**config.mk**
```make
export PLATFORM = sky130hd
export DESIGN_NAME = cyc_irq_timer
export DESIGN_NICKNAME = d
export VERILOG_FILES = /design/src/rtl/cit_pkg.sv /design/src/rtl/cit_decode.sv /design/src/rtl/cit_fsm.sv /design/src/rtl/cit_counter.sv /design/src/rtl/cyc_irq_timer.sv
export SDC_FILE = /design/constraint.sdc
export NUM_CORES = 1
export LEC_CHECK = 0
export BUFFER_PORTS_ARGS = -buffer_cell sky130_fd_sc_hd__clkbuf_2
export CAP_MARGIN = 5
export CORE_ASPECT_RATIO = 0.8
export CORE_MARGIN = 1.5
export CORE_UTILIZATION = 44
export CTS_CLUSTER_DIAMETER = 30
export DETAILED_ROUTE_END_ITERATION = 12
export GPL_TIMING_DRIVEN = 0
export PLACE_DENSITY = 0.86
export SLEW_MARGIN = 10
export SYNTH_ARGS = -nofsm -noshare
export SYNTH_HDL_FRONTEND = slang
export SYNTH_SLANG_ARGS = --single-unit
```
**constraint.sdc**
```tcl
create_clock -name clk -period 2 [get_ports clk]
set_input_delay 0.1 -clock clk [delete_from_list [all_inputs] [get_ports clk]]
set_output_delay 0.1 -clock clk [all_outputs]
set_load 0.01 [all_outputs]
```
**src/rtl/cit_pkg.sv**
```systemverilog
package cit_pkg;
    localparam int CIT_CNT_W   = 16;
    localparam int CIT_IRQ_BIT = 10;
    localparam int CIT_HOLD_BIT = 2;
    localparam int CIT_ADDR_W  = 16;
    localparam int CIT_DATA_W  = 8;
    localparam int CIT_SEL_W   = 2;
    localparam logic [CIT_SEL_W-1:0] CIT_SEL_VAL = 2'b11;

    typedef enum logic {
        ST_HELD    = 1'b0,
        ST_RUNNING = 1'b1
    } tmr_state_t;
endpackage

```
**src/rtl/cit_decode.sv**
```systemverilog
module cit_decode #(
    parameter int ADDR_W   = cit_pkg::CIT_ADDR_W,
    parameter int DATA_W   = cit_pkg::CIT_DATA_W,
    parameter int SEL_W    = cit_pkg::CIT_SEL_W,
    parameter logic [SEL_W-1:0] SEL_VAL = cit_pkg::CIT_SEL_VAL,
    parameter int HOLD_BIT = cit_pkg::CIT_HOLD_BIT
) (
    input  logic              wr_i,
    input  logic [ADDR_W-1:0] addr_i,
    input  logic [DATA_W-1:0] data_i,
    output logic              ctl_wr_o,
    output logic              hold_o
);
    localparam int LOW_ADDR_W = ADDR_W - SEL_W;

    logic [SEL_W-1:0] sel_bits;
    logic             unused_bits;

    assign sel_bits = addr_i[ADDR_W-1 -: SEL_W];

    always_comb begin
        ctl_wr_o = wr_i && (sel_bits == SEL_VAL);
        hold_o   = data_i[HOLD_BIT];
    end

    // Lower address bits and non-hold data bits play no part in the decode.
    assign unused_bits = ^{addr_i[LOW_ADDR_W-1:0], data_i};
endmodule

```
**src/rtl/cit_fsm.sv**
```systemverilog
module cit_fsm
    import cit_pkg::*;
(
    input  logic       clk,
    input  logic       rst_n,
    input  logic       ctl_wr_i,
    input  logic       hold_i,
    output tmr_state_t state_o,
    output tmr_state_t state_nx_o,
    output logic       prot_o
);
    tmr_state_t st_q, st_d;
    logic       release_w;
    logic       prot_q;

    // State register
    always_ff @(posedge clk or negedge rst_n) begin
        if (!rst_n) st_q <= ST_HELD;
        else        st_q <= st_d;
    end

    // Next state and transition decode
    always_comb begin
        st_d      = st_q;
        release_w = 1'b0;
        unique case (st_q)
            ST_HELD: begin
                if (ctl_wr_i && !hold_i) begin
                    st_d      = ST_RUNNING;
                    release_w = 1'b1;
                end
            end
            ST_RUNNING: begin
                if (ctl_wr_i && hold_i) st_d = ST_HELD;
            end
            default: st_d = ST_HELD;
        endcase
    end

    // Output register: protect flag
    always_ff @(posedge clk or negedge rst_n) begin
        if (!rst_n)         prot_q <= 1'b1;
        else if (release_w) prot_q <= 1'b0;
    end

    assign state_o    = st_q;
    assign state_nx_o = st_d;
    assign prot_o     = prot_q;


    prot_no_rise_chk: assert property (@(posedge clk) disable iff (!rst_n)
        !prot_q |=> !prot_q);


    prot_keep_chk: assert property (@(posedge clk) disable iff (!rst_n)
        (st_q == ST_RUNNING) |=> $stable(prot_q));


    ack_to_held_chk: assert property (@(posedge clk) disable iff (!rst_n)
        (ctl_wr_i && hold_i) |=> (st_q == ST_HELD));
endmodule

```
**src/rtl/cit_counter.sv**
```systemverilog
module cit_counter #(
    parameter int CNT_W = cit_pkg::CIT_CNT_W
) (
    input  logic             clk,
    input  logic             rst_n,
    input  logic             clr_i,
    input  logic             run_i,
    input  logic             tick_i,
    output logic [CNT_W-1:0] cnt_o,
    output logic [CNT_W-1:0] cnt_nx_o
);
    logic [CNT_W-1:0] cnt_q, cnt_d;

    always_comb begin
        if (clr_i)               cnt_d = '0;
        else if (run_i && tick_i) cnt_d = cnt_q + CNT_W'(1);
        else                     cnt_d = cnt_q;
    end

    always_ff @(posedge clk or negedge rst_n) begin
        if (!rst_n) cnt_q <= '0;
        else        cnt_q <= cnt_d;
    end

    assign cnt_o    = cnt_q;
    assign cnt_nx_o = cnt_d;


    clear_wins_chk: assert property (@(posedge clk) disable iff (!rst_n)
        clr_i |=> (cnt_q == '0));


    step_one_chk: assert property (@(posedge clk) disable iff (!rst_n)
        (run_i && tick_i && !clr_i) |=> (cnt_q == $past(cnt_q) + CNT_W'(1)));


    held_frozen_chk: assert property (@(posedge clk) disable iff (!rst_n)
        !run_i |-> (cnt_q == '0));


    wrap_zero_chk: assert property (@(posedge clk) disable iff (!rst_n)
        (run_i && tick_i && !clr_i && (cnt_q == '1)) |=> (cnt_q == '0));
endmodule

```
**src/rtl/cyc_irq_timer.sv**
```systemverilog
module cyc_irq_timer
    import cit_pkg::*;
#(
    parameter int CNT_W   = CIT_CNT_W,
    parameter int IRQ_BIT = CIT_IRQ_BIT,
    parameter int ADDR_W  = CIT_ADDR_W,
    parameter int DATA_W  = CIT_DATA_W
) (
    input  logic              clk,
    input  logic              rst_n,
    input  logic              m2_tick,
    input  logic              cpu_wr,
    input  logic [ADDR_W-1:0] cpu_addr,
    input  logic [DATA_W-1:0] cpu_data,
    output logic              irq,
    output logic              ram_protect,
    output logic [CNT_W-1:0]  count
);
    logic             ctl_wr, hold;
    tmr_state_t       st, st_nx;
    logic [CNT_W-1:0] cnt, cnt_nx;
    logic             irq_q;

    cit_decode #(
        .ADDR_W (ADDR_W),
        .DATA_W (DATA_W)
    ) u_decode (
        .wr_i     (cpu_wr),
        .addr_i   (cpu_addr),
        .data_i   (cpu_data),
        .ctl_wr_o (ctl_wr),
        .hold_o   (hold)
    );

    cit_fsm u_fsm (
        .clk        (clk),
        .rst_n      (rst_n),
        .ctl_wr_i   (ctl_wr),
        .hold_i     (hold),
        .state_o    (st),
        .state_nx_o (st_nx),
        .prot_o     (ram_protect)
    );

    cit_counter #(
        .CNT_W (CNT_W)
    ) u_counter (
        .clk      (clk),
        .rst_n    (rst_n),
        .clr_i    (ctl_wr),
        .run_i    (st == ST_RUNNING),
        .tick_i   (m2_tick),
        .cnt_o    (cnt),
        .cnt_nx_o (cnt_nx)
    );

    // The request flop looks at next-state values so it moves on the same edge as the counter.
    always_ff @(posedge clk or negedge rst_n) begin
        if (!rst_n) irq_q <= 1'b0;
        else        irq_q <= (st_nx == ST_RUNNING) && cnt_nx[IRQ_BIT];
    end

    assign irq   = irq_q;
    assign count = cnt;


    irq_tracks_bit_chk: assert property (@(posedge clk) disable iff (!rst_n)
        irq_q == ((st == ST_RUNNING) && cnt[IRQ_BIT]));


    irq_low_held_chk: assert property (@(posedge clk) disable iff (!rst_n)
        (st == ST_HELD) |-> !irq_q);
endmodule

```
* Word-level counts from Yosys, hierarchy flattened
Cells that the tools add are included.
** Cells by class
- Add/subtract/negate cells :: 1
- Eq/ne operators :: 1
- Mux-type cells :: 6
- Bitwise operators :: 1
- Reduce and logical (&&, ||, !) cells :: 7
** Operators with widths (count)
- 16-bit 2-to-1 mux :: 2
- 16-bit by 1-bit adder with 16-bit output (second input constant) :: 1
- 1-bit logical AND :: 5
- 1-bit 2-to-1 mux :: 3
- 2-bit equality test (second input constant) :: 1
- 1-bit case mux with 2 select lines :: 1
- 2-bit nonzero test :: 1
- 1-bit zero test :: 1
- 1-bit NOT :: 1
** Storage, ports and cells
- Flip-flop bits (word level) :: 19
- Input bits :: 28
- Output and inout port bits :: 18
- Word-level logic and storage cells :: 21

* Logic depth before layout (Yosys ltp)
- Depth after elaboration :: 6
- Mapped depth :: 6
- Mapped depth without buffers :: 5

* Hierarchy
Synthesis repeated with hierarchy kept, for this count alone.
** Second synthesis, totals
- Cell total of the unflattened synthesis :: 94
- Area, all modules :: 943.4 µm²
** By module, submodules not included
- cit_counter :: instances 1, cells each 84, area an instance 824.5 µm², seq. area each 400.4 µm²
- cit_fsm :: instances 1, cells each 6, area an instance 73.8 µm², seq. area each 51.3 µm²
- cyc_irq_timer :: instances 1, cells each 2, area an instance 31.3 µm², seq. area each 25.0 µm²
- cit_decode :: instances 1, cells each 2, area an instance 13.8 µm², seq. area each 0.0 µm²

* Worst setup path after synthesis
No wires, ideal clock.
- Path type :: reg2reg
- From :: register u_counter.cnt_q[0] (netlist: u_counter.cnt_o[0])
- To :: register u_counter.cnt_q[14] (netlist: u_counter.cnt_o[14])
- Library setup time :: 0.077 ns
- Data arrival time :: 1.600 ns
- Required time :: 1.923 ns
- Slack :: 0.323 ns
- Cell stages (with the launch flop) :: 7
- Path buffers :: 1
- Period minus slack after synthesis :: 1.677 ns
- Cells stage by stage :: dfrtp_1 > ha_1 > and4_1 > clkbuf_1 > nand2_1 > or3_2 > a21oi_1
** Between the ends
- Word-level cells in the longest chain between the ends :: 3
** RTL lines
- from (decl) :: line cit_counter.sv:12 : logic [CNT_W-1:0] cnt_q, cnt_d;
- from (signal assigned) :: line cit_counter.sv:22 : else cnt_q <= cnt_d;
- 16-bit by 1-bit adder with 16-bit output :: line cit_counter.sv:16 : else if (run_i && tick_i) cnt_d = cnt_q + CNT_W'(1);
- 16-bit 2-to-1 mux :: line cit_counter.sv:16
- 16-bit 2-to-1 mux :: line cit_counter.sv:15 : if (clr_i) cnt_d = '0;
No other way between the ends. The select of a mux whose other input is x is not followed.
A chain may end at the register's enable or synchronous reset.

* Worst setup path in the final report
Same ends and word-level chain as after synthesis.

==> metrics.cfg <==
[drt]
drc=0
ant_nets=0
routed_wl_mm=1.98
wl_met2_um=973
drtIter0Drc=21
vias=789
routed_via_density=5.56
met1Wirelength_um=872
topRoutingLayerUsed=met4
firstDrtPassIters=4
wl_met3_um=119
routedWlPerCell_um=14.0

[global_routing]
grt_max_degree=20
antenna_found_initial=0
grt_usage_pct=18.9
grt_pass1_wl_mm=3.26
grt_pass1_vias=730
grt_overflow=0

[sta]
fin_crit_sh_pct=88.6
worstMarginPinSlew_ns=0.473
setup_viol=0
slew_headroom_pct=68.5
setup_tns_ns=0
fmax_mhz=564
fin_worst_skew_ns=0.00892
rsz0062_at_grt=false
slew_viol_final=0
setup_ws_ns=0.228
holdWs_ns=0.0112
hold_viol=0
min_period_ns=1.77

[power_and_ir_drop]
pwr_density_cell_nw_per_um2=682
peakVddDrop_v=0.000396
power.total_mw=0.762
leakage_nw=0.563

[synth]
synth_top_area_cell=dfrtp_1
yosys_warnings=0
syn-num-nets=118
synth_flop_cell=dfrtp_1
ys_ff_latch=19
synth_top_area_share_pct=48.4
synth_area_um2=931
synth_edf_count=0
syn_inst=89
synth_seq_area_share_pct=51.2
async_flop_share_pct=100
syn-mean-instance-area_um2=10.5
synthTopCellsByArea=dfrtp_1, xor2_1, nand2_1
yosysUniqueCellTypes=26

[worst_setup_path]
critPathKind=reg2reg
required_ns=2.23
start_kind=register
reg2reg_slack_ns=0.23
critPathBufInv=1
cp_num_cells=6
worstPathCellList=ha_1, and4_1, clkbuf_1, nand2_1, or3_2, a21oi_1
critical_path.max_stage_delay_ns=0.44
crit_fanout=7
end_kind=register
arrival_ns=2.00
r2r_cells=6
cp_slowest_cell=dfrtp_2
cpLargestDelayFamily=simple AND/OR/NAND/NOR gates

[min_path]
min_path_cells=2
hold_path_class=in2reg

[clock_network]
clk_latency_ns=0.30
clockBufferDepth=2
cts_setup_buffers=0
cts.sinks=19
clk_pin_slew_worst_paths_ns=0.11
cts_buffers=3
htreeDepth=1
cts_tree=built
cts_root_buffer=clkbuf_4

[placed_design]
port_buffers=24
dp.cells=137
post-dp-hpwl_mm=1.47
gp_congestion=0.728
placed_area_um2=1080
dp_slack_ns=0.177

[run_status]
status=completed

[final_layout]
fin_util_pct=57.5
layout_commonest_cell=clkbuf_2
fin_nets=148
final_layout_size_suffix_gt1_share_pct=31.4
stdcell_area_um2=1120
finalNonFillerCells=142
mostFrequentLayoutCells=clkbuf_2, dfrtp_1, nand2_1
area_growth_pct=20.2
regArea_um2=478
num_antenna_cells=0
multi_input_area_um2=420
fill_cells=186

[flow_run]
cap_violations=0

[floorplanning]
num_rows=14
die_area_um2=2400
die_x_um=54.4
start_util_pct=47.9
fp.dieH_um=44.1
core-area_um2=1940
ios=46

power by group:
part / switching (mW) / leakage (nW) / internal [mW]
combinational: 0.0610 / 0.292 / 0.0504
sequential: 0.0451 / 0.257 / 0.414
clock: 0.115 / 0.0150 / 0.0776
flip-flops by register name, summed over array words and instances (netlist names):
name	cells
irq	1
u_counter.cnt_o	16
u_fsm.prot_o	1
u_fsm.state_o	1
path summary, 6_finish.rpt:
kind / to / start
min in group asynchronous: u_counter.cnt_o[15] / rst_n
min reg2reg: u_fsm.prot_o / u_fsm.prot_o
max: u_counter.cnt_o[14] / u_counter.cnt_o[0]
max reg2reg: u_counter.cnt_o[14] / u_counter.cnt_o[0]
max in group asynchronous: u_fsm.prot_o / rst_n
min: u_fsm.state_o / cpu_data[2]
cell type report:
type	instances	area share, %
Timing Repair Buffer	25	11.6
Clock buffer	4	2.35
Sequential cell	19	42.7
Buffer	4	3.02
Tap cell	24	2.68
Multi-Input combinational cell	66	37.6
synthesized netlist by cell type (all sizes together) (3+ instances only):
cell	n
a21oi	6
and2	3
and4	4
buf	3
dfrtp	18
nand2	10
nand3	5
nand4	5
nor2	8
o21ai	5
or3	4
xor2	8
cells by family (layout without fill, tap and decap cells):
group,Yosys count,count (layout),synth area share (%)
xor gates and xnor gates,9,9,8.47
and+or+nand+nor,42,42,26.2
muxes,1,1,1.08
AOI/OAI and AO/OA,13,13,8.06
adders and majority gates,1,1,1.34
DFF,19,19,51.2
buffers and inverters,4,33,3.63
layer usage:
| metal | vias to the layer above | global-route usage, % |
|---|---|---|
| met3 | 2 | 7.09 |
| li1 | 375 | - |
| met2 | 30 | 30.6 |
| met5 | - | 0 |
| met4 | 0 | 3.00 |
| met1 | 382 | 24.6 |
repair_timing:
| action | 4_1_cts | 5_1_grt |
|---|---|---|
| hold buffers | 1 | 0 |
| hold endpoints to repair | 18 | 0 |
| resized for setup | 0 | 1 |
| setup endpoints to repair | 0 | 1 |
No activity file was read; power rests on OpenSTA's default activity.
